**src/rtl/bcq_pkg.sv**
```systemverilog
package bcq_pkg;

    // Output gate states
    typedef enum logic {
        GATE_FOLLOW = 1'b0,
        GATE_BLANK  = 1'b1
    } gate_state_t;

    // Bundle of the three bus lines, clock in the top bit
    typedef struct packed {
        logic sck;
        logic mosi;
        logic miso;
    } bus_t;

    localparam int BUS_W = 3;
    localparam logic [BUS_W-1:0] BUS_IDLE = 3'b100;

endpackage

```
**src/rtl/bcq_sync.sv**
```systemverilog
module bcq_sync #(
    parameter int N      = 3,
    parameter int STAGES = 2,
    parameter logic [N-1:0] RST_VAL = '0
) (
    input  logic         clk,
    input  logic         rst,
    input  logic [N-1:0] d,
    output logic [N-1:0] q
);
    logic [N-1:0] stage_q [STAGES];

    genvar g;
    generate
        for (g = 0; g < STAGES; g++) begin : g_stage
            if (g == 0) begin : g_first
                always_ff @(posedge clk or posedge rst) begin
                    if (rst) stage_q[g] <= RST_VAL;
                    else     stage_q[g] <= d;
                end
            end else begin : g_next
                always_ff @(posedge clk or posedge rst) begin
                    if (rst) stage_q[g] <= RST_VAL;
                    else     stage_q[g] <= stage_q[g-1];
                end
            end
        end
    endgenerate

    assign q = stage_q[STAGES-1];
endmodule

```
**src/rtl/bcq_delay.sv**
```systemverilog
module bcq_delay #(
    parameter int N     = 3,
    parameter int DEPTH = 20,
    parameter logic [N-1:0] RST_VAL = '0
) (
    input  logic         clk,
    input  logic         rst,
    input  logic [N-1:0] d,
    output logic [N-1:0] q
);
    logic [N-1:0] line_q [DEPTH];

    always_ff @(posedge clk or posedge rst) begin
        if (rst) begin
            for (int i = 0; i < DEPTH; i++) line_q[i] <= RST_VAL;
        end else begin
            line_q[0] <= d;
            for (int i = 1; i < DEPTH; i++) line_q[i] <= line_q[i-1];
        end
    end

    assign q = line_q[DEPTH-1];
endmodule

```
**src/rtl/bcq_window.sv**
```systemverilog
// Falling-edge history with a two-sided neighbour mask. A reject marker
// leaves LAG cycles after the verdict so that it lines up with the
// delayed falling edge of the same pulse.
module bcq_window #(
    parameter int WIN = 12,
    parameter int LAG = 7
) (
    input  logic clk,
    input  logic rst,
    input  logic sck_s,
    output logic reject_mark
);
    localparam int HW = 2 * WIN + 1;
    localparam logic [HW-1:0] CENTRE = HW'(1) << WIN;

    logic          sck_prev_q;
    logic          fall_now;
    logic [HW-1:0] hist_q;
    logic          lone;

    assign fall_now = sck_prev_q & ~sck_s;

    always_ff @(posedge clk or posedge rst) begin
        if (rst) begin
            sck_prev_q <= 1'b1;
            hist_q     <= '0;
        end else begin
            sck_prev_q <= sck_s;
            hist_q     <= {hist_q[HW-2:0], fall_now};
        end
    end

    // Centre edge with no other edge up to WIN cycles on either side
    assign lone = hist_q[WIN] & ~(|(hist_q & ~CENTRE));

    generate
        if (LAG == 0) begin : g_direct
            assign reject_mark = lone;
        end else begin : g_pipe
            logic [LAG-1:0] mark_q;
            always_ff @(posedge clk or posedge rst) begin
                if (rst) begin
                    mark_q <= '0;
                end else begin
                    mark_q[0] <= lone;
                    for (int i = 1; i < LAG; i++) mark_q[i] <= mark_q[i-1];
                end
            end
            assign reject_mark = mark_q[LAG-1];
        end
    endgenerate

    // A falling edge needs a high cycle before it, so edges never touch
    assert_edge_spacing_R3: assert property (@(posedge clk) disable iff (rst)
        fall_now |=> !fall_now);
endmodule

```
**src/rtl/bcq_gate.sv**
```systemverilog
module bcq_gate
    import bcq_pkg::*;
#(
    parameter int DELAY = 20,
    parameter int TS_W  = 32
) (
    input  logic            clk,
    input  logic            rst,
    input  bus_t            dly,
    input  logic            reject_mark,
    input  logic [TS_W-1:0] ts_now,
    output logic            sck_out,
    output logic            mosi_out,
    output logic            miso_out,
    output logic            stray_seen,
    output logic [TS_W-1:0] stray_time
);
    gate_state_t     state_q, state_d;
    logic            sck_d;
    logic            hit;

    // State register
    always_ff @(posedge clk or posedge rst) begin
        if (rst) state_q <= GATE_FOLLOW;
        else     state_q <= state_d;
    end

    // Next state and output decode
    always_comb begin
        state_d = state_q;
        hit     = 1'b0;
        unique case (state_q)
            GATE_FOLLOW: begin
                if (reject_mark) begin
                    state_d = GATE_BLANK;
                    hit     = 1'b1;
                end
            end
            GATE_BLANK: begin
                if (dly.sck) state_d = GATE_FOLLOW;
            end
            default: state_d = GATE_FOLLOW;
        endcase
        sck_d = (state_d == GATE_FOLLOW) ? dly.sck : 1'b1;
    end

    // Registered outputs
    always_ff @(posedge clk or posedge rst) begin
        if (rst) begin
            sck_out    <= 1'b1;
            mosi_out   <= 1'b0;
            miso_out   <= 1'b0;
            stray_seen <= 1'b0;
            stray_time <= '0;
        end else begin
            sck_out    <= sck_d;
            mosi_out   <= dly.mosi;
            miso_out   <= dly.miso;
            stray_seen <= hit;
            if (hit) stray_time <= ts_now - TS_W'(DELAY);
        end
    end

    assert_blank_high_R4: assert property (@(posedge clk) disable iff (rst)
        (state_q == GATE_BLANK) |-> sck_out);

    assert_stray_masked_R4: assert property (@(posedge clk) disable iff (rst)
        stray_seen |-> (sck_out && state_q == GATE_BLANK));

    assert_stray_single_R5: assert property (@(posedge clk) disable iff (rst)
        stray_seen |=> !stray_seen);

    assert_fall_in_follow_R3: assert property (@(posedge clk) disable iff (rst)
        $fell(sck_out) |-> (state_q == GATE_FOLLOW));

    assert_time_hold_R6: assert property (@(posedge clk) disable iff (rst)
        (stray_time != $past(stray_time)) |-> stray_seen);
endmodule

```
**src/rtl/stray_clock_filter.sv**
```systemverilog
module stray_clock_filter
    import bcq_pkg::*;
#(
    parameter int SYNC_STAGES = 2,
    parameter int DELAY       = 20,
    parameter int WIN         = 12,
    parameter int TS_W        = 32
) (
    input  logic            clk,
    input  logic            rst,
    input  logic            sck_in,
    input  logic            mosi_in,
    input  logic            miso_in,
    output logic            sck_out,
    output logic            mosi_out,
    output logic            miso_out,
    output logic            stray_seen,
    output logic [TS_W-1:0] stray_time
);
    // Marker lag: verdict is WIN+1 cycles after the edge, gate needs DELAY
    localparam int LAG = DELAY - WIN - 1;

    bus_t            raw, synced, delayed;
    logic            reject_mark;
    logic [TS_W-1:0] ts_q;

    assign raw = '{sck: sck_in, mosi: mosi_in, miso: miso_in};

    always_ff @(posedge clk or posedge rst) begin
        if (rst) ts_q <= '0;
        else     ts_q <= ts_q + 1'b1;
    end

    bcq_sync #(.N(BUS_W), .STAGES(SYNC_STAGES), .RST_VAL(BUS_IDLE)) u_sync (
        .clk (clk),
        .rst (rst),
        .d   (raw),
        .q   (synced)
    );

    bcq_delay #(.N(BUS_W), .DEPTH(DELAY), .RST_VAL(BUS_IDLE)) u_delay (
        .clk (clk),
        .rst (rst),
        .d   (synced),
        .q   (delayed)
    );

    bcq_window #(.WIN(WIN), .LAG(LAG)) u_window (
        .clk         (clk),
        .rst         (rst),
        .sck_s       (synced.sck),
        .reject_mark (reject_mark)
    );

    bcq_gate #(.DELAY(DELAY), .TS_W(TS_W)) u_gate (
        .clk         (clk),
        .rst         (rst),
        .dly         (delayed),
        .reject_mark (reject_mark),
        .ts_now      (ts_q),
        .sck_out     (sck_out),
        .mosi_out    (mosi_out),
        .miso_out    (miso_out),
        .stray_seen  (stray_seen),
        .stray_time  (stray_time)
    );

    // A reject marker always meets the delayed edge of its own pulse
    assert_mark_on_edge_R4: assert property (@(posedge clk) disable iff (rst)
        reject_mark |-> !delayed.sck);
endmodule

```
**config.mk**
```make
export PLATFORM = sky130hd
export DESIGN_NAME = stray_clock_filter
export DESIGN_NICKNAME = d
export VERILOG_FILES = /design/src/rtl/bcq_pkg.sv /design/src/rtl/bcq_sync.sv /design/src/rtl/bcq_delay.sv /design/src/rtl/bcq_window.sv /design/src/rtl/bcq_gate.sv /design/src/rtl/stray_clock_filter.sv
export SDC_FILE = /design/constraint.sdc
export NUM_CORES = 1
export LEC_CHECK = 0
export BUFFER_PORTS_ARGS = -buffer_cell sky130_fd_sc_hd__buf_4
export CAP_MARGIN = 15
export CORE_MARGIN = 2
export CORE_UTILIZATION = 41
export CTS_BUF_LIST = sky130_fd_sc_hd__clkbuf_16
export DETAILED_ROUTE_END_ITERATION = 12
export GPL_TIMING_DRIVEN = 0
export SKIP_CTS_REPAIR_TIMING = 1
export SLEW_MARGIN = 20
export SYNTH_ARGS = -nofsm -noshare
export SYNTH_HDL_FRONTEND = slang
export SYNTH_SLANG_ARGS = --single-unit
export TNS_END_PERCENT = 1
```
**constraint.sdc**
```tcl
create_clock -name clk -period 17.6 [get_ports clk]
set_input_delay 3.52 -clock clk [delete_from_list [all_inputs] [get_ports clk]]
set_output_delay 3.52 -clock clk [all_outputs]
set_load 0.03 [all_outputs]
```
; Word level (Yosys, flattened, before mapping)
; Cells that the tools add are included.
[classes]
mux = 5
n_reduce_logical = 1
n_addsub = 2
bitwise = 5
[ops]
columns = op, n
row1 = 32-bit by 1-bit adder with 32-bit output (second input constant), 1
row2 = 32-bit by 5-bit subtractor with 32-bit output (second input constant), 1
row3 = 24-bit OR reduction, 1
row4 = 1-bit two-way mux, 4
row5 = 1-bit inverter, 3
row6 = 1-bit AND, 2
row7 = 1-bit one-hot mux with 2 select lines, 1
[word_totals]
output_inout_bits = 36
in_bits = 5
register_bits = 168
wordCells = 45

; Logic depth before layout (Yosys ltp)
[logic_depth]
depth_word = 3
mapped_depth = 7
ltp_nobuf = 7

; Cells and area by module
; A second synthesis with hierarchy kept.
[unflattened]
hier_cells = 468
area_unflattened_um2 = 6085.8
[by_module_without_submodules]
columns = module, cells_per_inst, instances, area_each_um2
row1 = bcq_gate, 220, 1, 1951.9
row2 = bcq_delay, 64, 1, 1552.7
row3 = stray_clock_filter, 129, 1, 1488.9
row4 = bcq_window, 45, 1, 913.4
row5 = bcq_sync, 10, 1, 178.9

; Worst setup path before layout
; No wires, ideal clock.
[synth_path]
path_type = reg-to-output
from = register u_gate.sck_out
to = output port sck_out
setup_slack_ps = 13492
stages_incl_launch_ff = 1
arrival_ps = 588
path_cell_list = dfstp_2
[synth_lines]
columns = item, line
row1 = start: declaration, bcq_gate.sv:12  ; output logic sck_out,
row2 = start signal: assignment, bcq_gate.sv:56  ; sck_out <= sck_d;
row3 = end: declaration, stray_clock_filter.sv:14  ; output logic sck_out,
; No word-level cell between the ends.

; Worst setup path after layout
[layout_path]
from = register u_gate.sck_out
to = output port sck_out
; No word-level cell between the ends.

==> flow_metrics.tcl <==
set metrics [dict create \
    worst_case_register_to_register_setup_slack_ns 15.25 \
    min_period_over_period 0.261 \
    layout.cells.most_common_list "sky130_fd_sc_hd__dfrtp_1, sky130_fd_sc_hd__nand2_1, sky130_fd_sc_hd__buf_4" \
    finalSetupViolCount 0 \
    detail_route.wirelength_mm 9.28 \
    die_height_um 123 \
    drive_above_1_share 0.223 \
    first_global_vias 3347 \
    grt_max_degree 117 \
    leading_cell_type_in_the_layout_fill_and_taps_excluded "sky130_fd_sc_hd__dfrtp_1" \
    cts_tree "done" \
    path_cells "buf_4" \
    worst_hold_path.num_cells 0 \
    dr.pass1.iters 4 \
    hold_path.startpoint "u_window.g_pipe.mark_q[0]$_DFF_PP0_" \
    post_synth_inst_count 430 \
    postLayoutCoreUtil 0.503 \
    cp_startpoint_kind "flip-flop" \
    dpl.hpwl_mm 6.00 \
    critical_path.reg2reg.startpoint "ts_q[5]$_DFF_PP0_" \
    gp_congestion 0.797 \
    input_output_buffers 40 \
    vias_per_cell 4.76 \
    gr-usage-met3 0.0512 \
    cts_max_level 4 \
    static-leakage-power_nw 3.17 \
    yosys.cell_types.count 38 \
    synth.cell_area_um2 5810 \
    fp.coreArea_um2 13900 \
    fin_worst_skew_ns 0.00913 \
    worstReg2RegEnd "ts_q[28]$_DFF_PP0_" \
    critical_path.n_buffers_inverters 1 \
    worst-endpoint-arrival_ns 1.08 \
    yosys_warn_count 0 \
    synth_compound_gate_area_share 0.0306 \
    timing_worst_slew_pin_value_ns 0.823 \
    critical_path.max_stage_delay_ns 0.51 \
    cts_inserted_buffers 17 \
    finalNetCount 498 \
    synthesis.area_per_instance_um2 13.5 \
    yosys.area_share.xor_xnor 0.0845 \
    hold_viol_final 0 \
    worst_slew_margin_rel 0.446 \
    required_ns 14.08 \
    clock_sink_count 167 \
    gr-total-overflow 0 \
    cts-root-buf "sky130_fd_sc_hd__clkbuf_16" \
    grtUsageTotal 0.141 \
    critical-path-slowest-cell "sky130_fd_sc_hd__dfstp_2" \
    yosys.area_share.adder 0.00647 \
    worst_reg_to_reg_path_cell_count 6 \
    logic_depth_of_the_worst_path_buffers_included 1 \
    cp_max_fo 1 \
    start_util 0.418 \
    die_area_um2 15100 \
    met2_track_demand_over_resource_in_global_routing 0.207 \
    grt_most_used_layer "met2" \
    drt-wirelength-per-cell_um 13.6 \
    power.switching_mw 0.167 \
    drc 0 \
    post_detailed_route_count_of_antenna_violating_nets 0 \
    powerDensity_nw_per_um2 114 \
    insertion_delay_ns 0.42 \
    internal_cell_power_mw 0.627 \
    synth_top_family_by_area "simple AND/OR/NAND/NOR gates" \
    max_cap_violations 0 \
    route.vias.total 3254 \
    grt_pass1_wl_mm 16.1 \
    clockPowerShare 0.479 \
    endpoint_worst_hold "u_window.g_pipe.mark_q[1]$_DFF_PP0_" \
    cts.path.max_buffers 2 \
    yosys.area_share.simple 0.130 \
    sequential_to_total_area_share_from_yosys_stat 0.725 \
    synth_nets 438 \
    core.rowCount 43 \
    critPathKind "reg2out" \
    slew_viol_final 0 \
    outcome "completed" \
    endpoint_kind "output port" \
    rsz_0062_raised_after_global_routing "false" \
    synth.area.mux_share 0 \
    timing.fmax_ghz 0.217 \
    n_antenna_cell 0 \
    io_pins 41 \
    combinationalPowerShare 0.015 \
    min_path_type "reg2reg" \
    flip_flop_and_latch_count_after_synthesis 167 \
    period_minus_slack_ns 4.60 \
    timing.setup.tns_ns 0 \
    area_growth_pct 20.3 \
    drtIter0Drc 209 \
    cts.reportedPaths.clkPinSlew_ns 0.06 \
    power.share.sequential 0.505 \
    groute.layer.met1.usage 0.190 \
    number_of_antenna_violations_at_the_first_check_in_global_routing 0 \
    vdd_drop_max_mv 0.0665 \
    cp_top_family "flip-flops" \
    swShare 0.210 \
    fp.dieW_um 123 \
]
kinds of logic after synthesis:
kind of cell               count (synthesis)
adders and majority gates                  3
AOI/OAI and AO/OA                         34
DFF                                      167
buffers and inverters                     31
xor gates and xnor gates                  56
and+or+nand+nor                          139
routing by layer:
metal  wire (µm)  vias to the layer above
met5           0                        -
met4         107                        0
met3         482                       10
met2        4350                       52
met1        4340                     1647
li1            -                     1545
final cells by class:
type                       instances  area (µm²)
buffer                            23         105
clock buffer                      17         425
clock inverter                    15         191
fill                            1226        6900
inverter                           8        37.5
multi-input combinational        232        1460
sequential                       167        4210
tap                              180         225
timing repair buffer              41         328
state kept, by name (all words and copies together), names as in the netlist, 3 cells and up:
signal / flops
u_delay.q: 3
u_window.hist_q: 25
ts_q: 32
u_sync.q: 3
u_delay.line_q: 57
u_gate.stray_time: 32
u_window.g_pipe.mark_q: 7
u_sync.stage_q: 3
cells in the mapped netlist:
| library cell | number | area share |
|---|---|---|
| sky130_fd_sc_hd__buf_6 | 1 | 0.0019 |
| sky130_fd_sc_hd__and3b_1 | 1 | 0.0015 |
| sky130_fd_sc_hd__or4_4 | 1 | 0.0019 |
| sky130_fd_sc_hd__xnor2_1 | 30 | 0.045 |
| sky130_fd_sc_hd__nand4b_1 | 2 | 0.0030 |
| sky130_fd_sc_hd__xor2_1 | 26 | 0.039 |
| sky130_fd_sc_hd__and4_2 | 1 | 0.0017 |
| sky130_fd_sc_hd__clkbuf_1 | 15 | 0.0097 |
| sky130_fd_sc_hd__nand2_1 | 52 | 0.034 |
| sky130_fd_sc_hd__nand4_1 | 14 | 0.015 |
| sky130_fd_sc_hd__and4_1 | 3 | 0.0045 |
| sky130_fd_sc_hd__and3_1 | 3 | 0.0032 |
| sky130_fd_sc_hd__ha_1 | 3 | 0.0065 |
| sky130_fd_sc_hd__and2_1 | 3 | 0.0032 |
| sky130_fd_sc_hd__o21ai_1 | 9 | 0.0078 |
| sky130_fd_sc_hd__nor4_2 | 2 | 0.0043 |
| sky130_fd_sc_hd__nor4_4 | 1 | 0.0037 |
| sky130_fd_sc_hd__o21ai_0 | 22 | 0.019 |
| sky130_fd_sc_hd__nor2b_1 | 3 | 0.0032 |
| sky130_fd_sc_hd__buf_2 | 6 | 0.0052 |
| sky130_fd_sc_hd__nor4_1 | 6 | 0.0065 |
| sky130_fd_sc_hd__buf_4 | 1 | 0.0013 |
| sky130_fd_sc_hd__nand3b_1 | 2 | 0.0026 |
| sky130_fd_sc_hd__nand3_1 | 15 | 0.013 |
| sky130_fd_sc_hd__nor3b_4 | 1 | 0.0032 |
| sky130_fd_sc_hd__or4_1 | 3 | 0.0039 |
| sky130_fd_sc_hd__nor4b_1 | 1 | 0.0015 |
| sky130_fd_sc_hd__dfstp_2 | 23 | 0.10 |
| sky130_fd_sc_hd__o211ai_1 | 1 | 0.0013 |
| sky130_fd_sc_hd__or3_1 | 2 | 0.0022 |
| sky130_fd_sc_hd__a31oi_1 | 1 | 0.0011 |
| sky130_fd_sc_hd__nor2_1 | 16 | 0.010 |
| sky130_fd_sc_hd__inv_1 | 8 | 0.0052 |
| sky130_fd_sc_hd__dfrtp_1 | 144 | 0.62 |
| sky130_fd_sc_hd__o41ai_1 | 1 | 0.0015 |
| sky130_fd_sc_hd__nor3_4 | 1 | 0.0028 |
| sky130_fd_sc_hd__nor3_1 | 5 | 0.0043 |
| sky130_fd_sc_hd__or2_2 | 1 | 0.0011 |
worst reg2reg max path, delay by kind of cell (launching register included):
family        cells  cell delay, ns
simple gates      4            1.45
xor+xnor          1            0.13
flops             1            0.32
buf+inv           1            0.33
through the flow:
stage	cells	hold WS [ns]	area [µm²]	power (mW)	setup slack (ns)
after floorplan	430	0.331	5810	0.415	9.60
after global placement	650	0.333	6330	0.419	8.15
after detailed placement	651	0.335	6370	0.421	13.18
after CTS	683	0.348	6980	0.805	12.98
after global routing	683	0.348	6980	0.827	12.96
final	683	0.345	6980	0.794	13.00
power groups by stage:
stage          logic (mW)  clock network, mW  registers [mW]
2_1_floorplan     0.00667                  0           0.408
3_3_place_gp       0.0115                  0           0.408
3_5_place_dp       0.0130                  0           0.408
4_1_cts            0.0130              0.390           0.401
5_1_grt            0.0144              0.410           0.402
6_report           0.0122              0.380           0.401
worst max path at each step:
| stage | start | to | slack, ns |
|---|---|---|---|
| 2_1_floorplan | rst | ts_q[0]$_DFF_PP0_ | 9.60 |
| 3_3_place_gp | rst | u_gate.stray_time[12]$_DFFE_PP0P_ | 8.15 |
| 3_5_place_dp | rst | u_gate.stray_time[13]$_DFFE_PP0P_ | 13.18 |
| 4_1_cts | u_gate.sck_out$_DFF_PP1_ | sck_out | 12.98 |
| 5_1_grt | u_gate.sck_out$_DFF_PP1_ | sck_out | 12.96 |
| 6_report | u_gate.sck_out$_DFF_PP1_ | sck_out | 13.00 |
Power figures use the tool's default switching activity.
